$ cat config.mk
export PLATFORM = sky130hd
export DESIGN_NAME = alu_status_flags
export DESIGN_NICKNAME = d
export VERILOG_FILES = /design/src/rtl/alu_flag_pkg.sv /design/src/rtl/flag_lane.sv /design/src/rtl/flag_ctrl.sv /design/src/rtl/flag_datapath.sv /design/src/rtl/alu_status_flags.sv
export SDC_FILE = /design/constraint.sdc
export NUM_CORES = 1
export LEC_CHECK = 0
export BUFFER_PORTS_ARGS = -buffer_cell sky130_fd_sc_hd__buf_2
export CAP_MARGIN = 20
export CORE_MARGIN = 5
export CORE_UTILIZATION = 40
export DETAILED_ROUTE_END_ITERATION = 16
export PLACE_DENSITY = 0.83
export REMOVE_ABC_BUFFERS = 1
export SLEW_MARGIN = 30
export SYNTH_ARGS = -nofsm -noshare
export SYNTH_HDL_FRONTEND = slang
export SYNTH_SLANG_ARGS = --single-unit
export TNS_END_PERCENT = 20
$ cat constraint.sdc
create_clock -name clk -period 2.2 [get_ports clk]
set_clock_uncertainty 0.2 [all_clocks]
set_input_delay 0.22 -clock clk [delete_from_list [all_inputs] [get_ports clk]]
set_output_delay 0.22 -clock clk [all_outputs]
set_load 0.02 [all_outputs]
$ cat src/rtl/alu_flag_pkg.sv
package alu_flag_pkg;
  localparam int FLAG_W  = 64;
  localparam int NUM_SZ  = 4;
  localparam int CF_POS  = 0;
  localparam int ONE_POS = 1;
  localparam int PF_POS  = 2;
  localparam int ZF_POS  = 6;
  localparam int SF_POS  = 7;
  localparam int DF_POS  = 10;
  localparam int OF_POS  = 11;
  localparam logic [FLAG_W-1:0] FIXED_ONES = FLAG_W'(1) << ONE_POS;
  localparam logic [FLAG_W-1:0] STATUS_MASK =
    (FLAG_W'(1) << CF_POS) | (FLAG_W'(1) << PF_POS) | (FLAG_W'(1) << ZF_POS) |
    (FLAG_W'(1) << SF_POS) | (FLAG_W'(1) << OF_POS);
  localparam logic [FLAG_W-1:0] LIVE_MASK = STATUS_MASK | (FLAG_W'(1) << DF_POS);
  localparam logic [FLAG_W-1:0] RESET_FLAGS = FIXED_ONES;

  typedef enum logic [1:0] {KIND_ADD = 2'd0, KIND_SUB = 2'd1,
                            KIND_AND = 2'd2, KIND_XOR = 2'd3} opKind_e;

  typedef struct packed {
    logic loadStatus;
    logic setDir;
    logic clrDir;
  } flagStrobe_t;

  typedef struct packed {
    logic carry;
    logic zero;
    logic sign;
    logic overflow;
  } laneFlags_t;
endpackage

$ cat src/rtl/flag_lane.sv
module flag_lane
  import alu_flag_pkg::*;
#(
  parameter int LANE_W = 8
) (
  input  logic [1:0]        kind,
  input  logic [LANE_W-1:0] laneA,
  input  logic [LANE_W-1:0] laneB,
  input  logic [LANE_W-1:0] laneR,
  output laneFlags_t        laneOut
);
  localparam int MSB = LANE_W - 1;

  logic [LANE_W:0] wideSum;
  logic signA, signB, signR;

  assign wideSum = {1'b0, laneA} + {1'b0, laneB};
  assign signA = laneA[MSB];
  assign signB = laneB[MSB];
  assign signR = laneR[MSB];

  always_comb begin
    laneOut.zero = (laneR == '0);
    laneOut.sign = signR;
    unique case (opKind_e'(kind))
      KIND_ADD: begin
        laneOut.carry    = wideSum[LANE_W];
        laneOut.overflow = (signA == signB) && (signR != signA);
      end
      KIND_SUB: begin
        laneOut.carry    = (laneA < laneB);
        laneOut.overflow = (signA != signB) && (signR != signA);
      end
      default: begin
        laneOut.carry    = 1'b0;
        laneOut.overflow = 1'b0;
      end
    endcase
  end
endmodule

$ cat src/rtl/flag_ctrl.sv
module flag_ctrl
  import alu_flag_pkg::*;
(
  input  logic        flagWe,
  input  logic        dirSet,
  input  logic        dirClr,
  output flagStrobe_t strobe
);
  always_comb begin
    strobe.loadStatus = flagWe;
    strobe.setDir     = dirSet;
    strobe.clrDir     = dirClr & ~dirSet;
  end
endmodule

$ cat src/rtl/flag_datapath.sv
module flag_datapath
  import alu_flag_pkg::*;
(
  input  logic              clk,
  input  logic              rst_n,
  input  flagStrobe_t       strobe,
  input  logic [1:0]        opKind,
  input  logic [1:0]        opSize,
  input  logic [FLAG_W-1:0] opA,
  input  logic [FLAG_W-1:0] opB,
  input  logic [FLAG_W-1:0] opResult,
  output logic [FLAG_W-1:0] flagsQ
);
  laneFlags_t laneSet [NUM_SZ];
  laneFlags_t picked;
  logic parityEven;
  logic [FLAG_W-1:0] flagsNext;

  for (genvar g = 0; g < NUM_SZ; g++) begin : g_lane
    localparam int LW = 8 << g;
    flag_lane #(.LANE_W(LW)) u_lane (
      .kind   (opKind),
      .laneA  (opA[LW-1:0]),
      .laneB  (opB[LW-1:0]),
      .laneR  (opResult[LW-1:0]),
      .laneOut(laneSet[g])
    );
  end

  assign picked     = laneSet[opSize];
  assign parityEven = ~^opResult[7:0];

  always_comb begin
    flagsNext = flagsQ;
    if (strobe.loadStatus) begin
      flagsNext[CF_POS] = picked.carry;
      flagsNext[PF_POS] = parityEven;
      flagsNext[ZF_POS] = picked.zero;
      flagsNext[SF_POS] = picked.sign;
      flagsNext[OF_POS] = picked.overflow;
    end
    if (strobe.setDir)      flagsNext[DF_POS] = 1'b1;
    else if (strobe.clrDir) flagsNext[DF_POS] = 1'b0;
    flagsNext = (flagsNext & LIVE_MASK) | FIXED_ONES;
  end

  always_ff @(posedge clk) begin
    if (!rst_n) flagsQ <= RESET_FLAGS;
    else        flagsQ <= flagsNext;
  end

  assert_logic_clears_R7: assert property (@(posedge clk) disable iff (!rst_n)
    strobe.loadStatus && opKind[1] |=> !flagsQ[CF_POS] && !flagsQ[OF_POS]);

  assert_parity_zero_byte_R5: assert property (@(posedge clk) disable iff (!rst_n)
    strobe.loadStatus && (opResult[7:0] == 8'h00) |=> flagsQ[PF_POS]);

  assert_hold_idle_R8: assert property (@(posedge clk) disable iff (!rst_n)
    !strobe.loadStatus && !strobe.setDir && !strobe.clrDir |=> $stable(flagsQ));

  assert_dir_set_R9: assert property (@(posedge clk) disable iff (!rst_n)
    strobe.setDir |=> flagsQ[DF_POS]);

  assert_dir_hold_R9: assert property (@(posedge clk) disable iff (!rst_n)
    !strobe.setDir && !strobe.clrDir |=> $stable(flagsQ[DF_POS]));

  assert_reserved_R10: assert property (@(posedge clk) disable iff (!rst_n)
    flagsQ[ONE_POS] && ((flagsQ & ~(LIVE_MASK | FIXED_ONES)) == '0));
endmodule

$ cat src/rtl/alu_status_flags.sv
module alu_status_flags
  import alu_flag_pkg::*;
(
  input  logic        clk,
  input  logic        rst_n,
  input  logic        flagWe,
  input  logic [1:0]  opKind,
  input  logic [1:0]  opSize,
  input  logic [63:0] opA,
  input  logic [63:0] opB,
  input  logic [63:0] opResult,
  input  logic        dirSet,
  input  logic        dirClr,
  output logic [63:0] flagsOut
);
  flagStrobe_t strobe;

  flag_ctrl u_ctrl (
    .flagWe(flagWe),
    .dirSet(dirSet),
    .dirClr(dirClr),
    .strobe(strobe)
  );

  flag_datapath u_dp (
    .clk     (clk),
    .rst_n   (rst_n),
    .strobe  (strobe),
    .opKind  (opKind),
    .opSize  (opSize),
    .opA     (opA),
    .opB     (opB),
    .opResult(opResult),
    .flagsQ  (flagsOut)
  );
endmodule

== Yosys cells after proc, flatten, opt, wreduce, memory -nomap -nowiden ==
Index checks and enable logic that the tools add are counted.

* Bits in registers: 64
* Bits of input ports: 201
* Output and inout bits: 64
* Logic and storage cells: 56

* $add $sub $neg: 4
* $lt $le $gt $ge: 5
* Eq/ne operators: 13
* Multiplexer cells: 13
* Bitwise gates (word level): 3
* Reductions and logical operators: 15

{| class="wikitable"
|+ Operator list
! kind !! number
|-
| $add A64 B64 Y65 || 1
|-
| $logic_not A64 Y1 || 1
|-
| $lt A64 B64 Y1 || 1
|-
| $add A32 B32 Y33 || 1
|-
| $logic_not A32 Y1 || 1
|-
| $lt A32 B32 Y1 || 1
|-
| $add A16 B16 Y17 || 1
|-
| $logic_not A16 Y1 || 1
|-
| $lt A16 B16 Y1 || 1
|-
| $pmux W1 S2 || 8
|-
| $add A8 B8 Y9 || 1
|-
| $bmux W4 S2 || 1
|-
| $logic_and A1 B1 Y1 || 8
|-
| $logic_not A8 Y1 || 1
|-
| $lt A8 B8 Y1 || 1
|-
| $mux W4 || 2
|-
| $ne A1 B1 Y1 || 8
|-
| $reduce_xnor A8 Y1 || 1
|-
| $eq A1 B1 Y1 || 4
|-
| $ge A3 B3 Y1 const B || 1
|-
| $not A2 Y3 || 1
|-
| $eq A2 B1 Y1 const B || 1
|-
| $logic_not A2 Y1 || 1
|-
| $mux W1 || 2
|-
| 3 further kinds || 3
|}

== Longest topological paths before layout ==
Gate-level depths: netlist of the first run.

* Depth after elaboration: 6
* Depth in mapped cells: 10
* Depth with buffers taken out: 10

== Cells and area by module ==
A second synthesis of the first run with hierarchy kept.

* Cells, all modules: 888
* Area total of the unflattened synthesis: 6806.5 µm²

{| class="wikitable"
|+ Modules (own cells, without submodules)
! module !! instances !! cells each !! area each (µm²) !! sequential area each (µm²)
|-
| flag_lane at u_dp.g_lane[3].u_lane || 1 || 424 || 3166.8 || 0.0
|-
| flag_lane at u_dp.g_lane[2].u_lane || 1 || 211 || 1581.5 || 0.0
|-
| flag_datapath || 1 || 91 || 829.5 || 120.1
|-
| flag_lane at u_dp.g_lane[1].u_lane || 1 || 107 || 798.3 || 0.0
|-
| flag_lane at u_dp.g_lane[0].u_lane || 1 || 52 || 401.6 || 0.0
|-
| flag_ctrl || 1 || 3 || 28.8 || 0.0
|}

== Worst setup path before layout of the first run ==
Ideal clock, no wire load.

* Path type: in2reg
* Start point: in opB[31]
* End point: reg u_dp.flagsQ[0]
* Library setup time: 57 ps
* Arrival: 2192 ps
* Required time: 1943 ps
* Slack: -249 ps
* Cell stages on the path: 10
* Path buffers: 0
* Cell sequence: inv_1 -> ha_1 -> nor4_2 -> nand4_1 -> or4b_1 -> nand2b_1 -> a311oi_1 -> a21oi_1 -> o211ai_1 -> a21o_1

* Word-level cells in the longest chain between the ends: 5
* Elaborated cells on any way between the ends: 9
* Those cells by class: add/sub (2); order compare (2); mux (5)

{| class="wikitable"
|+ Ends and longest elaborated chain
! item !! line !! source
|-
| start: declaration || alu_status_flags.sv:10 || <nowiki>input logic [63:0] opB,</nowiki>
|-
| $add A64 B64 Y65 (tied with other cells) || flag_lane.sv:17 || <nowiki>assign wideSum = {1'b0, laneA} + {1'b0, laneB};</nowiki>
|-
| $pmux W1 S2 || flag_lane.sv:25 || <nowiki>unique case (opKind_e'(kind))</nowiki>
|-
| $bmux W4 S2 (*) || flag_datapath.sv:30 || <nowiki>assign picked = laneSet[opSize];</nowiki>
|-
| $mux W4 (implied by the code) (*) (2 in series) || flag_datapath.sv:30 ||
|-
| end signal: assignment || flag_datapath.sv:49 || <nowiki>else flagsQ <= flagsNext;</nowiki>
|-
| end: declaration || flag_datapath.sv:12 || <nowiki>output logic [FLAG_W-1:0] flagsQ</nowiki>
|}

Every way passes the cells marked *; elsewhere a longest branch is shown, timed or not. The select of a mux whose other input is x is not followed.
A chain may end at the register's enable or synchronous reset.

== Final worst setup path of the first run ==
* Start point: in opB[30]
* End point: reg u_dp.flagsQ[0]

The elaborated chain is that of the path after synthesis.

==> out/results.ini, run 1 <==
[sta]
setup_viol_count_final = 1
fin_crit_ps = 2410
slew_viol_final = 0
relSlewSlack_pct = 65.4
fin_tns_setup_ps = -208
worst_pin_slew_ps = 514
post-route-period-util_pct = 109
hold_viol = 0
rsz0062_at_grt = true
setup_slack_ps = -208
clock.fmax_ghz = 0.415

[worst_setup_path]
critical_path_required_ps = 2170
crit_slowest_cell = or4b_4
end_kind = register
worst-setup-path-type = input port to register
start_kind = input port
critical_path.cell_chain = buf_6 -> inv_2 -> ha_4 -> nor4_4 -> nand4_1 -> or4b_4 -> nand2b_4 -> a311oi_2 -> a21oi_2 -> o211ai_1 -> a21o_1
critPathMaxFanout = 2
max_stage_delay_ps = 520
worst_ep_arrival_time_ps = 2380

[clocking]
clkTransAtPathRegs_ps = 40
clkLatencyLatePin_ps = 220
root_buffer = clkbuf_8
clock_sinks = 6
cts_buffers = 3
ctsHtreeMaxLevel = 1
clockBufferDepth = 2
ctsHoldBuffers = 0
cts_tree = done

[cells_and_area]
top_register = u_dp.flagsQ
postLayoutCellArea_sq_um = 5970
area_delta_synth_final_pct = 45.0
num_antenna_cells = 0
drive_gt1_share_pct = 38.3
reg_top3 = u_dp.flagsQ (6)
nets = 1174
largest_reg_flops = 6
instances_no_fill = 977

[pwr]
switching_share_pct = 44.8
power.density_nw_per_um2 = 231
ir_drop_mv = 0.176
comb_power_share_pct = 79.0
p_int_w = 0.000762
power_frac_clock_pct = 12.3
p_switching_w = 0.000618
seqPwrFrac_pct = 8.8
leakage_nw = 3.49

[global_routing]
top_usage_layer = met2
antenna_found_initial = 0
grt_pass1_wl_mm = 20.7
gr-usage-all-layers_pct = 19.4
met3_usage_pct = 4.02
overflow = 0
grt_max_degree = 11
grt_pass1_vias = 4776
use_met1_pct = 21.4
grt_use_met2_pct = 38.0

[placement]
dp.cells = 968
hpwl_mm = 11.4
port_buffers = 206
dpl-instance-area_sq_um = 5690
routabilityCongestion = 0.869

[min_path]
hold_class = input port to register

[route]
firstDrtPassIters = 4
vias = 4653
routed_wl_mm = 12.9
drc = 0
wl_per_cell_um = 13.2
drtIter0Drc = 123
viasPerCell = 4.76
ant_nets = 0

[synth]
synth_edf_count = 0
synth_warnings = 0
synth_ff_type = dfxtp_1
yosysSeqAreaShare_pct = 2.92
async_flop_share_pct = 0
ys_ff_latch = 6
avgSynthCellArea_sq_um = 7.50
syn_inst = 549
syn_area_sq_um = 4120
synthDistinctLibCells = 48

[outcome]
violations = setup timing
status = complete, but fails checks

[floorplanning]
fp-row-count = 37
pin_count = 265
initial_core_util_pct = 40.4
fp.dieH_um = 111
core_sq_um = 10200
dieArea_sq_um = 12400
die_w_um = 111

[job]
cap_violations = 0

[final timing paths]
path                        from               to  slack (ps)  cells past startpoint
hold reg to reg   u_dp.flagsQ[6]   u_dp.flagsQ[6]         280                      2
setup reg to reg  u_dp.flagsQ[0]   u_dp.flagsQ[0]        1290                      3
setup / recovery         opB[30]   u_dp.flagsQ[0]        -210                     11
hold / removal            dirSet  u_dp.flagsQ[10]          20                      2
[area by class of cell]
class                           count  area, sq um
Timing Repair Buffer              294         1730
Sequential cell                     6          120
Inverter                           99          379
Multi-Input combinational cell    439         3530
Fill cell                         950         4220
Clock buffer                        3         41.3
Tap cell                          136          170
[power groups by stage]
stage                     Sequential, W  Clock, W  Combinational (W)
after floorplan                0.000133         0           0.000523
after global placement         0.000123         0           0.000998
after detailed placement       0.000123         0            0.00102
after CTS                      0.000121  0.000178            0.00107
after global routing           0.000122  0.000182            0.00122
final                          0.000121  0.000169            0.00109
[logic make-up after synthesis]
family,share of synthesized area [%]
other,0.182
DFF,2.92
AOI/OAI and AO/OA,17.8
buffers and inverters,20.0
adders and majority gates,39.5
muxes,1.03
and+or+nand+nor,16.3
xor gates and xnor gates,2.34
[metrics by stage]
stage / total power [W] / util [%] / hold WS (ps) / setup WS (ps)
2_1_floorplan: 0.000656 / - / 138 / -249
3_3_place_gp: 0.00112 / 55.9 / 238 / -458
3_5_place_dp: 0.00115 / 55.9 / 243 / -555
4_1_cts: 0.00136 / 57.9 / 10.6 / -239
5_1_grt: 0.00153 / 58.6 / 26.2 / -330
6_report: 0.00138 / 58.6 / 17.3 / -208
[metal layers]
metal	part of all wire, %	vias to the layer above
li1	-	2383
met1	39	2095
met2	52	155
met3	6.8	20
met4	1.9	0
met5	0	-
[cell usage after synthesis (4+ instances only)]
master    number  area, sq um
nand2b_1       4         25.0
buf_4         59          443
ha_1         130         1630
nor4_1        25          156
dfxtp_1        6          120
a211oi_1       4         30.0
nand4_1       13         81.3
xnor2_1        8         70.1
nor2_1        16         60.1
nor3_1         9         45.0
a21o_1         4         30.0
o21ai_0       18         90.1
nand2_1       16         60.1
o21bai_1       4         30.0
a21oi_1       54          270
and4_1         4         35.0
nand3_1       11         55.1
a31oi_1        4         25.0
inv_1         99          372
o31ai_1       10         75.1
nor2b_1       10         62.6
[critical path: cells and delay by family]
family	cells	cell delay, ps
and+or+nand+nor	4	1180
AOI/OAI and AO/OA	4	610
adders and majority gates	1	210
buffers and inverters	2	170
[placed cells by master (no fill, tap or decap), types with 4 or more instances in the layout]
cell / n
buf_2: 201
ha_1: 123
inv_1: 93
buf_4: 88
conb_1: 58
a21oi_1: 52
nor4_1: 25
o21ai_0: 18
nand2_1: 16
nor2_1: 16
nand4_1: 13
nand3_1: 11
nor2b_1: 10
o31ai_1: 10
xnor2_1: 8
nor3_1: 8
ha_4: 7
dfxtp_1: 6
and4_1: 4
a31oi_1: 4
a211oi_1: 4
a21o_1: 4
o21bai_1: 4
buf_6: 4
[timing repair]
item                                    CTS  global route
pin swaps                                10            11
buffers inserted                          6             1
endpoints found under the setup margin    1             1
resized for setup                        18            15
No activity file was read; power rests on OpenSTA's default activity.
==> inputs of run 2 (changes only) <==
Settings changed: CORE_UTILIZATION 40 to 45, PLACE_DENSITY 0.83 to 0.88, TNS_END_PERCENT 20 to unset.
Clock period 2.2 ns to 3.1 ns, I/O delays scaled along.
==> run 2 against run 1 <==
Effect of this change:
- the flow now finishes without violations
- flip-flop and latch count stayed put
- critical path depth fell by 1
- cell area down 15%
- setup slack better by 650 ps
- clock power decreased by 30%
- cell count down 12%
- core utilization fell by 2.5 points
- register-to-register slack improved by 900 ps
- routed wire length decreased by 12%
- sequential share of layout area up 0.35 points
- largest power group unchanged
==> out/results.ini, run 2 (synthesized netlist as in run 1, its figures left out) <==
[cells_and_area]
top_register = u_dp.flagsQ  ; unchanged
largest_reg_flops = 6  ; unchanged
postLayoutCellArea_sq_um = 5090  ; was 5970 sq um
drive_gt1_share_pct = 28.3  ; was 38.3%
nets = 1086  ; was 1,174
layout_common_cells = buf_2, ha_1, inv_1  ; unchanged
num_antenna_cells = 0  ; unchanged
area_delta_synth_final_pct = 23.6  ; was 45.0%
reg_top3 = u_dp.flagsQ (6)  ; unchanged
final_common_cell = buf_2  ; unchanged

[worst_setup_path]
critical_path.cell_chain = buf_2 -> ha_1 -> nor4_2 -> nand4_1 -> or4b_1 -> nand2b_1 -> a311oi_1 -> a21oi_1 -> o211ai_1 -> a21o_1  ; was buf_6 -> inv_2 -> ha_4 -> nor4_4 -> nand4_1 -> or4b_4 -> nand2b_4 -> a311oi_2 -> a21oi_2 -> o211ai_1 -> a21o_1
start_kind = input port  ; unchanged
path_buf_inv = 1  ; was 2
end_kind = register  ; unchanged
max_stage_delay_ps = 500  ; was 520 ps
critical_path_required_ps = 3070  ; was 2170 ps
worst_ep_arrival_time_ps = 2620  ; was 2380 ps
crit_family = simple AND/OR/NAND/NOR gates  ; unchanged
critPathMaxFanout = 4  ; was 2
crit_slowest_cell = or4b_1  ; was or4b_4
worst-setup-path-type = input port to register  ; unchanged

[floorplanning]
core_sq_um = 9060  ; was 10,200 sq um
die_w_um = 106  ; was 111 um
dieArea_sq_um = 11200  ; was 12,400 sq um
fp.dieH_um = 106  ; was 111 um
initial_core_util_pct = 45.4  ; was 40.4%
fp-row-count = 35  ; was 37
pin_count = 265  ; unchanged

[sta]
setup_viol_count_final = 0  ; was 1
rsz0062_at_grt = false  ; was true
post-route-period-util_pct = 85.7
fin_tns_setup_ps = 0  ; was -208 ps
clock.fmax_ghz = 0.377
whs_ps = 97.9  ; was 17.3 ps
fin_crit_ps = 2660
worst_pin_slew_ps = 563  ; was 514 ps
relSlewSlack_pct = 62.4  ; was 65.4%
slew_viol_final = 0  ; unchanged
hold_viol = 0  ; unchanged

[min_path]
hold_class = input port to register  ; unchanged

[pwr]
ir_drop_mv = 0.0694  ; was 0.176 mV
power.density_nw_per_um2 = 164  ; was 231 nW/um^2
leakage_nw = 3.04  ; was 3.49 nW

[clocking]
clockBufferDepth = 2  ; unchanged
ctsHtreeMaxLevel = 1  ; unchanged
ctsResizeCount = 0  ; was 18
cts_tree = done  ; unchanged
post_cts_buffers = 0  ; was 6
cts_buffers = 3  ; unchanged
clock_sinks = 6  ; unchanged
clkTransAtPathRegs_ps = 40  ; about the same
ctsHoldBuffers = 0  ; unchanged
clkLatencyLatePin_ps = 220  ; about the same
root_buffer = clkbuf_8  ; unchanged

[placement]
routabilityCongestion = 0.825  ; was 0.869
hpwl_mm = 10.5  ; was 11.4 mm
dpl-instance-area_sq_um = 5040  ; was 5690 sq um
port_buffers = 206  ; unchanged

[job]
cap_violations = 0  ; unchanged

[route]
viasPerCell = 4.92  ; was 4.76
routed_wl_mm = 11.3  ; was 12.9 mm
wl_per_cell_um = 13.1  ; was 13.2 um
drtIter0Drc = 102  ; was 123
vias = 4253  ; was 4,653
firstDrtPassIters = 4  ; unchanged
ant_nets = 0  ; unchanged
drc = 0  ; unchanged

[global_routing]
grt_pass1_wl_mm = 17.3  ; was 20.7 mm
grt_max_degree = 11  ; unchanged
antenna_found_initial = 0  ; unchanged
gr-usage-all-layers_pct = 18.2  ; was 19.4%
overflow = 0  ; unchanged
grt_pass1_vias = 4119  ; was 4,776

[outcome]
status = completed  ; was complete, but fails checks

[run 2: cell types whose count changed in the layout (fill, tap and decap cells not counted), moves of 3 or more]
cell and change:
inv_4 -3, ha_1 +7, ha_4 -7, buf_4 -88, buf_6 -4, inv_1 +6, inv_2 -3, buf_2 +5
[run 2: power breakdown]
group          leakage (nW)   total, W  switching, W  internal (W)
Combinational          2.97   0.000628      0.000360      0.000267
Clock                0.0216   0.000119     0.0000358     0.0000837
Sequential           0.0492  0.0000856    0.00000228     0.0000833
Total                  3.04   0.000833      0.000398      0.000434
[run 2: per-layer routing]
layer / track usage, % / wire length [um] / vias up
met5: 0 / 0 / -
met4: 2.50 / 125 / 0
met3: 3.55 / 800 / 12
met2: 35.7 / 5910 / 149
met1: 20.6 / 4490 / 1889
li1: - / - / 2203
[run 2: final timing paths]
check	to	from	slack, ps	cells past startpoint
hold reg to reg	u_dp.flagsQ[6]	u_dp.flagsQ[6]	270	2
hold / removal	u_dp.flagsQ[10]	dirSet	100	2
setup reg to reg	u_dp.flagsQ[0]	u_dp.flagsQ[0]	2190	3
setup / recovery	u_dp.flagsQ[0]	opA[31]	440	10
[run 2: per-stage QoR]
| step | total power [W] | instances | utilization, % | setup slack [ps] |
|---|---|---|---|---|
| floorplan | 0.000465 | 544 | - | 561 |
| global placement | 0.000695 | 861 | 55.7 | 327 |
| detailed placement | 0.000710 | 861 | 55.7 | 230 |
| CTS | 0.000841 | 864 | 56.1 | 458 |
| global route | 0.000926 | 864 | 56.1 | 204 |
| finish | 0.000833 | 864 | 56.1 | 444 |
[run 2: cell type report]
| type | count | area [sq um] |
|---|---|---|
| Timing Repair Buffer | 206 | 1030 |
| Sequential cell | 6 | 120 |
| Inverter | 99 | 372 |
| Fill cell | 883 | 3980 |
| Tap cell | 111 | 139 |
| Multi-Input combinational cell | 439 | 3380 |
| Clock buffer | 3 | 41.3 |
[run 2: worst register-to-register path, delay by kind of cell (launching register included)]
kind | cells | cell delay (ps)
flip-flops | 1 | 300
AO/OA/AOI/OAI | 2 | 230
AND/OR/NAND/NOR | 1 | 80
==> inputs of run 3 (changes only) <==
Settings changed: CORE_ASPECT_RATIO set to 0.75.
==> run 3 against run 2 <==
Effect of this change:
- non-clock buffer count unchanged
- core utilization rose by 1.0 points
- critical path depth is 1 higher
- clock power is 82% higher
- die area is 0.17% higher
- register-to-register slack about the same
- combinational power about the same
- setup slack improved by 14 ps
- fmax is 0.55% higher
- global-route usage increased by 1.0 points
==> out/results.ini, run 3 (synthesized netlist as in run 1, its figures left out) <==
[route]
firstDrtPassIters = 4  ; unchanged
ant_nets = 0  ; unchanged
drc = 0  ; unchanged
viasPerCell = 4.87  ; was 4.92
vias = 4219  ; was 4,253
routed_wl_mm = 11.8  ; was 11.3 mm
wl_per_cell_um = 13.6  ; was 13.1 um
drtIter0Drc = 129  ; was 102

[worst_setup_path]
worst-r2r-cell-count = 3  ; unchanged
worst_ep_arrival_time_ps = 2620  ; about the same
startpoint = opB[27]  ; was opA[31]
critPathMaxFanout = 4  ; unchanged
worst-setup-path-type = input port to register  ; unchanged
r2r_start = u_dp.flagsQ[0]  ; unchanged
end_kind = register  ; unchanged
critical_path_required_ps = 3080  ; was 3070 ps
start_kind = input port  ; unchanged

[clocking]
ctsHoldBuffers = 0  ; unchanged
clkTransAtPathRegs_ps = 40  ; about the same
cts_tree = done  ; unchanged
ctsResizeCount = 0  ; unchanged
post_cts_buffers = 0  ; unchanged
root_buffer = clkbuf_16  ; was clkbuf_8
clock_sinks = 6  ; unchanged
ctsHtreeMaxLevel = 1  ; unchanged
clkLatencyLatePin_ps = 230  ; was 220 ps
cts_buffers = 3  ; unchanged
clockBufferDepth = 2  ; unchanged

[placement]
dp_slack_ps = 226  ; was 230 ps
port_buffers = 206  ; unchanged
hpwl_mm = 10.8  ; was 10.5 mm
dpl-instance-area_sq_um = 5050  ; was 5040 sq um
dp.cells = 862  ; was 861
routabilityCongestion = 0.866  ; was 0.825

[pwr]
switching_share_pct = 44.5  ; was 47.8%
power_frac_clock_pct = 23.2  ; was 14.3%
p_switching_w = 0.000416  ; was 0.000398 W
finalPower_w = 0.000934  ; was 0.000833 W
leakage_nw = 3.06  ; was 3.04 nW
power.density_nw_per_um2 = 182  ; was 164 nW/um^2
comb_power_share_pct = 67.6  ; was 75.4%
seqPwrFrac_pct = 9.2  ; was 10.3%
ir_drop_mv = 0.109  ; was 0.0694 mV
p_int_w = 0.000518  ; was 0.000434 W

[sta]
fin_tns_setup_ps = 0  ; unchanged
setup_slack_ps = 459  ; was 444 ps
hold_viol = 0  ; unchanged
relSlewSlack_pct = 61.4  ; was 62.4%
slew_viol_final = 0  ; unchanged
clock.fmax_ghz = 0.379  ; was 0.377 GHz
rsz0062_at_grt = false  ; unchanged
setup_viol_count_final = 0  ; unchanged
worst_pin_slew_ps = 573  ; was 563 ps
post-route-period-util_pct = 85.2  ; was 85.7%
fin_crit_ps = 2640  ; was 2660 ps

[cells_and_area]
largest_reg_flops = 6  ; unchanged
postLayoutCellArea_sq_um = 5120  ; was 5090 sq um
area_delta_synth_final_pct = 24.5  ; was 23.6%
layout_common_cells = buf_2, ha_1, inv_1  ; unchanged
drive_gt1_share_pct = 28.3  ; unchanged
instances_no_fill = 866  ; was 864
reg_top3 = u_dp.flagsQ (6)  ; unchanged
nets = 1086  ; unchanged
top_register = u_dp.flagsQ  ; unchanged
final_common_cell = buf_2  ; unchanged

[floorplanning]
core_sq_um = 8970  ; was 9060 sq um
dieArea_sq_um = 11200  ; about the same
initial_core_util_pct = 45.9  ; was 45.4%
pin_count = 265  ; unchanged
fp-row-count = 30  ; was 35
die_w_um = 120  ; was 106 um
fp.dieH_um = 92.8  ; was 106 um

[global_routing]
gr-usage-all-layers_pct = 19.2  ; was 18.2%
grt_pass1_wl_mm = 18.2  ; was 17.3 mm
grt_pass1_vias = 4160  ; was 4,119
grt_max_degree = 11  ; unchanged
overflow = 0  ; unchanged
antenna_found_initial = 1  ; was 0

[job]
cap_violations = 0  ; unchanged

[min_path]
min_from = dirSet  ; unchanged
hold_class = input port to register  ; unchanged
holdPathStages = 2  ; unchanged

[outcome]
status = completed  ; unchanged

-- run 3: cell types whose count changed in the layout (fill, tap and decap cells not counted) --
cell	change
clkbuf_8	-3
diode_2	+1
clkbuf_16	+3
-- run 3: layout make-up --
| class | instances | area [sq um] |
|---|---|---|
| Fill cell | 835 | 3850 |
| Antenna cell | 1 | 2.50 |
| Clock buffer | 3 | 75.1 |
| Multi-Input combinational cell | 439 | 3380 |
| Timing Repair Buffer | 206 | 1030 |
| Tap cell | 112 | 140 |
| Inverter | 99 | 372 |
| Sequential cell | 6 | 120 |
-- run 3: power by group through the flow --
stage	combinational [W]	sequential (W)	clock, W
6_report	0.000631	0.0000861	0.000216
5_1_grt	0.000714	0.0000866	0.000226
4_1_cts	0.000629	0.0000862	0.000219
3_5_place_dp	0.000625	0.0000873	0
3_3_place_gp	0.000608	0.0000872	0
2_1_floorplan	0.000371	0.0000941	0
-- run 3: worst paths after layout --
path / end / slack, ps
hold reg to reg: u_dp.flagsQ[6] / 270
setup reg to reg: u_dp.flagsQ[0] / 2180
setup / recovery: u_dp.flagsQ[0] / 460
hold / removal: u_dp.flagsQ[10] / 90
-- run 3: critical path, cell delays in order --
cell and delay (ps):
buf_2 90, inv_1 40, ha_1 320, nor4_2 350, nand4_1 160, or4b_1 520
nand2b_1 160, a311oi_1 260, a21oi_1 90, a31oi_1 190, a21o_1 130
-- run 3: per-layer routing --
layer | vias up | routed length, um | GRT usage (%)
met1 | 1872 | 5110 | 23.5
met4 | 0 | 105 | 3.58
met3 | 8 | 775 | 3.54
met2 | 130 | 5810 | 35.3
li1 | 2209 | - | -
met5 | - | 0 | 0
-- run 3: metrics by stage --
step,hold WS (ps),util (%)
finish,88.8,57.1
global route,96.7,57.1
CTS,88.7,57.1
detailed placement,264,56.2
global placement,261,56.2
floorplan,228,-
